**src/rtl/txq_lowwater_pkg.sv**
```systemverilog
package txq_lowwater_pkg;
  localparam int unsigned FCR_TXRST_BIT = 2;
  localparam int unsigned FCR_TRIG_LSB  = 4;

  // trigger levels halve per selector code: top, top/2, top/4, top/8
  function automatic int unsigned trig_level(input logic [1:0] sel, input int unsigned top);
    return top >> sel;
  endfunction
endpackage

```
**src/rtl/txq_store.sv**
```systemverilog
module txq_store #(
  parameter int unsigned DEPTH  = 16,
  parameter int unsigned DATA_W = 8,
  parameter int unsigned CNT_W  = 5
) (
  input  logic              clk_i,
  input  logic              rst_ni,
  input  logic              push_i,
  input  logic [DATA_W-1:0] push_data_i,
  input  logic              pop_i,
  input  logic              flush_i,
  output logic              pop_fire_o,
  output logic [DATA_W-1:0] head_data_o,
  output logic [CNT_W-1:0]  cnt_o
);
  localparam int unsigned PTR_W = $clog2(DEPTH);

  logic [DATA_W-1:0] mem_q [DEPTH];
  logic [PTR_W-1:0]  wp_q, rp_q;
  logic [CNT_W-1:0]  cnt_q;
  logic              push_ok, pop_ok;

  // fullness judged on the pre-edge level
  assign push_ok = push_i && (cnt_q != CNT_W'(DEPTH)) && !flush_i;
  assign pop_ok  = pop_i && (cnt_q != '0) && !flush_i;

  always_ff @(posedge clk_i or negedge rst_ni) begin
    if (!rst_ni) begin
      wp_q  <= '0;
      rp_q  <= '0;
      cnt_q <= '0;
    end else if (flush_i) begin
      wp_q  <= '0;
      rp_q  <= '0;
      cnt_q <= '0;
    end else begin
      if (push_ok) wp_q <= wp_q + PTR_W'(1);
      if (pop_ok)  rp_q <= rp_q + PTR_W'(1);
      unique case ({push_ok, pop_ok})
        2'b10:   cnt_q <= cnt_q + CNT_W'(1);
        2'b01:   cnt_q <= cnt_q - CNT_W'(1);
        default: ;
      endcase
    end
  end

  always_ff @(posedge clk_i) begin
    if (push_ok) mem_q[wp_q] <= push_data_i;
  end

  assign pop_fire_o  = pop_ok;
  assign head_data_o = mem_q[rp_q];
  assign cnt_o       = cnt_q;
endmodule

```
**src/rtl/txq_flags.sv**
```systemverilog
module txq_flags #(
  parameter int unsigned CNT_W = 5
) (
  input  logic             clk_i,
  input  logic             rst_ni,
  input  logic             pop_i,
  input  logic             flush_i,
  input  logic [CNT_W-1:0] cnt_i,
  input  logic [CNT_W-1:0] trig_i,
  input  logic             sts_wr_i,
  input  logic             sts_tend_i,
  input  logic             sts_tdfe_i,
  input  logic             tie_i,
  output logic             tend_o,
  output logic             tdfe_o,
  output logic             txi_o,
  output logic             dma_o
);
  logic tend_q, tdfe_q, txi_q, dma_q;
  logic tend_d, tdfe_d, txi_d, dma_d;
  logic [CNT_W-1:0] cnt_left;

  assign cnt_left = cnt_i - CNT_W'(1);

  always_comb begin
    tend_d = tend_q;
    tdfe_d = tdfe_q;
    txi_d  = txi_q;
    dma_d  = 1'b0;
    if (flush_i) begin
      tend_d = 1'b1;
      tdfe_d = 1'b1;
      if (tie_i) begin
        txi_d = 1'b1;
        dma_d = 1'b1;
      end
    end else begin
      if (sts_wr_i) begin
        tend_d = tend_q & sts_tend_i;
        tdfe_d = (cnt_i <= trig_i) ? 1'b1 : (tdfe_q & sts_tdfe_i);
        if (!tdfe_d && tie_i) txi_d = 1'b0;
      end
      // drain events win over a same-cycle status clear
      if (pop_i && (cnt_left <= trig_i)) begin
        tdfe_d = 1'b1;
        dma_d  = 1'b1;
        if (tie_i) txi_d = 1'b1;
        if (cnt_left == '0) tend_d = 1'b1;
      end
    end
  end

  always_ff @(posedge clk_i or negedge rst_ni) begin
    if (!rst_ni) begin
      tend_q <= 1'b1;
      tdfe_q <= 1'b1;
      txi_q  <= 1'b0;
      dma_q  <= 1'b0;
    end else begin
      tend_q <= tend_d;
      tdfe_q <= tdfe_d;
      txi_q  <= txi_d;
      dma_q  <= dma_d;
    end
  end

  assign tend_o = tend_q;
  assign tdfe_o = tdfe_q;
  assign txi_o  = txi_q;
  assign dma_o  = dma_q;
endmodule

```
**src/rtl/txq_lowwater.sv**
```systemverilog
module txq_lowwater
  import txq_lowwater_pkg::*;
#(
  parameter int unsigned DEPTH    = 16,
  parameter int unsigned DATA_W   = 8,
  parameter int unsigned TRIG_TOP = 8,
  parameter int unsigned RX_CNT_W = 4,
  parameter int unsigned CNT_LSB  = 8,
  parameter int unsigned REG_W    = 16
) (
  input  logic                clk_i,
  input  logic                rst_ni,
  input  logic                wr_en_i,
  input  logic [DATA_W-1:0]   wr_data_i,
  input  logic                tick_i,
  input  logic                fcr_wr_i,
  input  logic [7:0]          fcr_data_i,
  input  logic                sts_wr_i,
  input  logic                sts_tend_i,
  input  logic                sts_tdfe_i,
  input  logic                tie_i,
  input  logic [RX_CNT_W-1:0] rx_cnt_i,
  output logic                tx_valid_o,
  output logic [DATA_W-1:0]   tx_data_o,
  output logic                tend_o,
  output logic                tdfe_o,
  output logic                txi_o,
  output logic                dma_req_o,
  output logic [REG_W-1:0]    cnt_reg_o
);
  localparam int unsigned CNT_W = $clog2(DEPTH) + 1;

  logic              flush;
  logic [1:0]        trig_sel_q;
  logic [CNT_W-1:0]  trig_lvl;
  logic              pop_fire;
  logic [DATA_W-1:0] head_data;
  logic [CNT_W-1:0]  cnt;
  logic              tx_valid_q;
  logic [DATA_W-1:0] tx_data_q;
  logic              unused_fcr;

  assign flush      = fcr_wr_i && fcr_data_i[FCR_TXRST_BIT];
  assign unused_fcr = ^{fcr_data_i[7:6], fcr_data_i[3], fcr_data_i[1:0]};

  always_ff @(posedge clk_i or negedge rst_ni) begin
    if (!rst_ni)       trig_sel_q <= 2'b00;
    else if (fcr_wr_i) trig_sel_q <= fcr_data_i[FCR_TRIG_LSB +: 2];
  end

  assign trig_lvl = CNT_W'(trig_level(trig_sel_q, TRIG_TOP));

  txq_store #(.DEPTH(DEPTH), .DATA_W(DATA_W), .CNT_W(CNT_W)) store_i (
    .clk_i       (clk_i),
    .rst_ni      (rst_ni),
    .push_i      (wr_en_i),
    .push_data_i (wr_data_i),
    .pop_i       (tick_i),
    .flush_i     (flush),
    .pop_fire_o  (pop_fire),
    .head_data_o (head_data),
    .cnt_o       (cnt)
  );

  txq_flags #(.CNT_W(CNT_W)) flags_i (
    .clk_i      (clk_i),
    .rst_ni     (rst_ni),
    .pop_i      (pop_fire),
    .flush_i    (flush),
    .cnt_i      (cnt),
    .trig_i     (trig_lvl),
    .sts_wr_i   (sts_wr_i),
    .sts_tend_i (sts_tend_i),
    .sts_tdfe_i (sts_tdfe_i),
    .tie_i      (tie_i),
    .tend_o     (tend_o),
    .tdfe_o     (tdfe_o),
    .txi_o      (txi_o),
    .dma_o      (dma_req_o)
  );

  always_ff @(posedge clk_i or negedge rst_ni) begin
    if (!rst_ni) begin
      tx_valid_q <= 1'b0;
      tx_data_q  <= '0;
    end else begin
      tx_valid_q <= pop_fire;
      if (pop_fire) tx_data_q <= head_data;
    end
  end

  assign tx_valid_o = tx_valid_q;
  assign tx_data_o  = tx_data_q;

  always_comb begin
    cnt_reg_o = '0;
    cnt_reg_o[CNT_LSB +: CNT_W]  = cnt;
    cnt_reg_o[RX_CNT_W-1:0]      = rx_cnt_i;
  end
endmodule

```
**config.mk**
```make
export PLATFORM = sky130hd
export DESIGN_NAME = txq_lowwater
export DESIGN_NICKNAME = d
export VERILOG_FILES = /design/src/rtl/txq_lowwater_pkg.sv /design/src/rtl/txq_store.sv /design/src/rtl/txq_flags.sv /design/src/rtl/txq_lowwater.sv
export SDC_FILE = /design/constraint.sdc
export NUM_CORES = 1
export LEC_CHECK = 0
export BUFFER_PORTS_ARGS = -buffer_cell sky130_fd_sc_hd__buf_4
export CORE_MARGIN = 2
export CORE_UTILIZATION = 59
export DETAILED_ROUTE_END_ITERATION = 8
export PLACE_DENSITY = 0.8
export SLEW_MARGIN = 15
export SYNTH_ARGS = -nofsm -noshare
export SYNTH_HDL_FRONTEND = slang
export SYNTH_HIERARCHICAL = 1
export SYNTH_SLANG_ARGS = --single-unit
```
**constraint.sdc**
```tcl
create_clock -name clk_i -period 3.2 [get_ports clk_i]
set_clock_uncertainty 0.1 [all_clocks]
set_input_delay 0.8 -clock clk_i [delete_from_list [all_inputs] [get_ports clk_i]]
set_output_delay 0.8 -clock clk_i [all_outputs]
set_load 0.05 [all_outputs]
```
==> flow_metrics.tcl <==
set metrics [dict create \
    htreeDepth 4 \
    clockPowerShare_pct 28.0 \
    grt.total_usage_pct 24.0 \
    tightest_slew_ns 0.608 \
    grt_max_degree 35 \
    min_path_type "in -> async" \
    powerDensity_nw_per_um2 896 \
    async_flop_share_pct 17.9 \
    grt_pass1_vias 4081 \
    yosysTopAreaCell "edfxtp_1" \
    path_cells "buf_4 -> or4_1 -> o21ai_0 -> or3_1 -> inv_1 -> ha_1 -> nand2b_1 -> a21oi_1 -> mux2i_1 -> a32oi_1 -> a21oi_1" \
    p_sw_share_pct 34.5 \
    ioPinCount 58 \
    wl_per_cell_um 21.3 \
    drc 0 \
    ys_seq_elements 156 \
    synth-warning-count 6 \
    min_period_ns 2.96 \
    antenna_cells 0 \
    path_clk_slew_ns 0.06 \
    dieArea_um2 12600 \
    synth_cell_types 52 \
    worstPathRequired_ns 3.45 \
    drtPass1Iterations 5 \
    period_share_pct 92.4 \
    yosys.area.top_type_share_pct 55.7 \
    cp_common_cell "a21oi_1" \
    synthFlopType "edfxtp_1" \
    synth_edf_count 128 \
    grt_pass1_wl_um 22500 \
    netlist_top_cells_area "edfxtp_1, dfrtp_1, mux4_2, ha_1, mux2i_1" \
    status "completed" \
    irDropWorstVdd_uv 654 \
    setup_tns_ns 0 \
    p_seq_share_pct 36.7 \
    max_freq_ghz 0.338 \
    port_buffers 37 \
    netlist_instances 449 \
    power_switching_w 0.00249 \
    hpwl_um 9310 \
    post_cts_buffers 0 \
    wl_um 14300 \
    leakagePower_nw 3.04 \
    drive_gt1_share_pct 28.7 \
    synth.cell_area_um2 6900 \
    regArea_um2 4550 \
    syn2layout_area_growth_pct 16.6 \
    die_h_um 112 \
    cts_tree "built" \
    rsz0062_at_grt "no" \
    start_kind "register" \
    finalHoldViolCount 0 \
    clk_latency_ns 0.43 \
    maxSlewHeadroom_pct 59.5 \
    place_congestion 0.780 \
    initialDrtViolationCount 359 \
    core_area_um2 11400 \
    synth_seq_area_share_pct 65.9 \
    p_int_w 0.00472 \
    die_w_um 112 \
    maxCapViolations 0 \
    regToRegSetupSlack_ns 0.24 \
    path_delay_family "simple AND/OR/NAND/NOR gates" \
    syn_avg_cell_area_um2 15.4 \
    numCtsBuffers 17 \
    crit_type "reg -> reg" \
    worst-path-max-fanout 8 \
    final_antenna_net_count 0 \
    cts_resized 0 \
    critical_path.slowest_cell "or4_1" \
    cts_max_path_buffers 2 \
    end_kind "register" \
    comb_power_share_pct 35.4 \
    yosysMostFrequentCell "edfxtp_1" \
    root_buffer "clkbuf_16" \
    post-route-util_pct 70.4 \
    crit_arrival_ns 3.21 \
    rows 39 \
    fin_nets 563 \
    synthTopCellsByCount "edfxtp_1, nor2_1, dfrtp_1" \
    overflow 0 \
    drv_slew 0 \
    setup_violations 0 \
    antenna_found_initial 0 \
    initial_core_util_pct 60.4 \
    via_per_inst 5.99 \
    num_vias 4009 \
    n_fill_cell 724 \
    p_total_w 0.00721 \
    slowest_delay_ns 0.54 \
    cts.sink_count 156 \
    postCtsHoldBufs 0 \
    crit_buf_inv 2 \
    multi_input_area_um2 2150 \
]
-- power by group through the flow --
stage,Clock (W),Sequential (W),Combinational (W)
after floorplan,0,0.00299,0.00149
after global placement,0,0.00265,0.00245
after detailed placement,0,0.00267,0.00252
after CTS,0.00204,0.00263,0.00255
after global routing,0.00212,0.00267,0.00272
final,0.00202,0.00264,0.00255
-- cell type report --
class	instances	area share, %
Sequential cell	156	56.5
Tap cell	143	2.22
Timing Repair Buffer	66	6.32
Multi-Input combinational cell	257	26.8
Inverter	15	0.700
Clock inverter	14	1.98
Clock buffer	18	5.46
-- metal layers --
layer | vias to the layer above | global-route usage, % | wire length [um]
li1 | 1819 | - | -
met4 | 0 | 8.13 | 200
met1 | 2004 | 33.2 | 6130
met2 | 166 | 37.7 | 7060
met3 | 20 | 6.21 | 891
met5 | - | 0 | 0
-- logic make-up (layout without fill, tap and decap cells) --
kind of cell             Yosys count  in the layout  share of synthesized area (%)
XOR/XNOR                          11             11                           1.40
flip-flops                       156            156                           65.9
buffers and inverters             43            113                           3.30
AO/OA/AOI/OAI                     67             67                           6.51
adder cells (fa/ha/maj)           21             21                           3.92
other                              1              8                         0.0544
AND/OR/NAND/NOR                   86             86                           5.84
multiplexers                      64             64                           13.0
-- path summary, 6_finish.rpt --
| kind | startpoint | to | cells after the start |
|---|---|---|---|
| setup / recovery | store_i/cnt_o[1] | store_i/cnt_o[4] | 11 |
| hold / removal | rst_ni | tx_valid_o | 1 |
| setup reg to reg | store_i/cnt_o[1] | store_i/cnt_o[4] | 11 |
| hold reg to reg | tx_data_o[5] | tx_data_o[5] | 1 |
| max in group asynchronous | rst_ni | store_i/rp_q[0] | 1 |
| min in group clk_i | tx_data_o[5] | tx_data_o[5] | 1 |
-- flip-flops by register name, summed over array words and instances, names as in the netlist, 2 cells and up --
signal,cells
store_i/cnt_o,5
store_i/wp_q,4
tx_data_o,8
trig_sel_q,2
store_i/rp_q,4
store_i/mem_q,128
-- layout by cell type, fill, tap and decap left out, types with 2 or more instances in the layout --
| cell type | n |
|---|---|
| edfxtp_1 | 128 |
| nand3_1 | 3 |
| dfstp_2 | 2 |
| mux4_2 | 16 |
| o21ai_0 | 18 |
| a22oi_1 | 8 |
| dfrtp_1 | 25 |
| inv_8 | 2 |
| buf_4 | 65 |
| clkbuf_16 | 17 |
| a31oi_1 | 2 |
| xor2_1 | 8 |
| nor2_1 | 36 |
| xnor2_1 | 3 |
| mux2i_1 | 25 |
| clkinv_4 | 2 |
| nor2b_1 | 4 |
| a221oi_1 | 8 |
| clkinv_2 | 3 |
| nand2b_1 | 3 |
| a21boi_2 | 2 |
| or3_1 | 3 |
| inv_6 | 5 |
| nand4_1 | 2 |
| ha_1 | 20 |
| a221o_1 | 2 |
| inv_1 | 15 |
| conb_1 | 8 |
| bufinv_16 | 2 |
| nand2_1 | 23 |
| mux2_4 | 8 |
| and2_1 | 3 |
| a21oi_1 | 17 |
| mux2_2 | 15 |
-- stage by stage --
stage               hold slack (ns)  instance area [um^2]  setup WS [ns]  instances
finish                        0.214                  8040          0.245        669
global route                  0.227                  8040         0.0131        669
CTS                           0.215                  8040          0.164        669
detailed placement            0.390                  7440         0.0917        637
global placement              0.393                  7440          0.179        637
floorplan                     0.404                  6920          0.124        456
(Power assumes the default switching activity.)
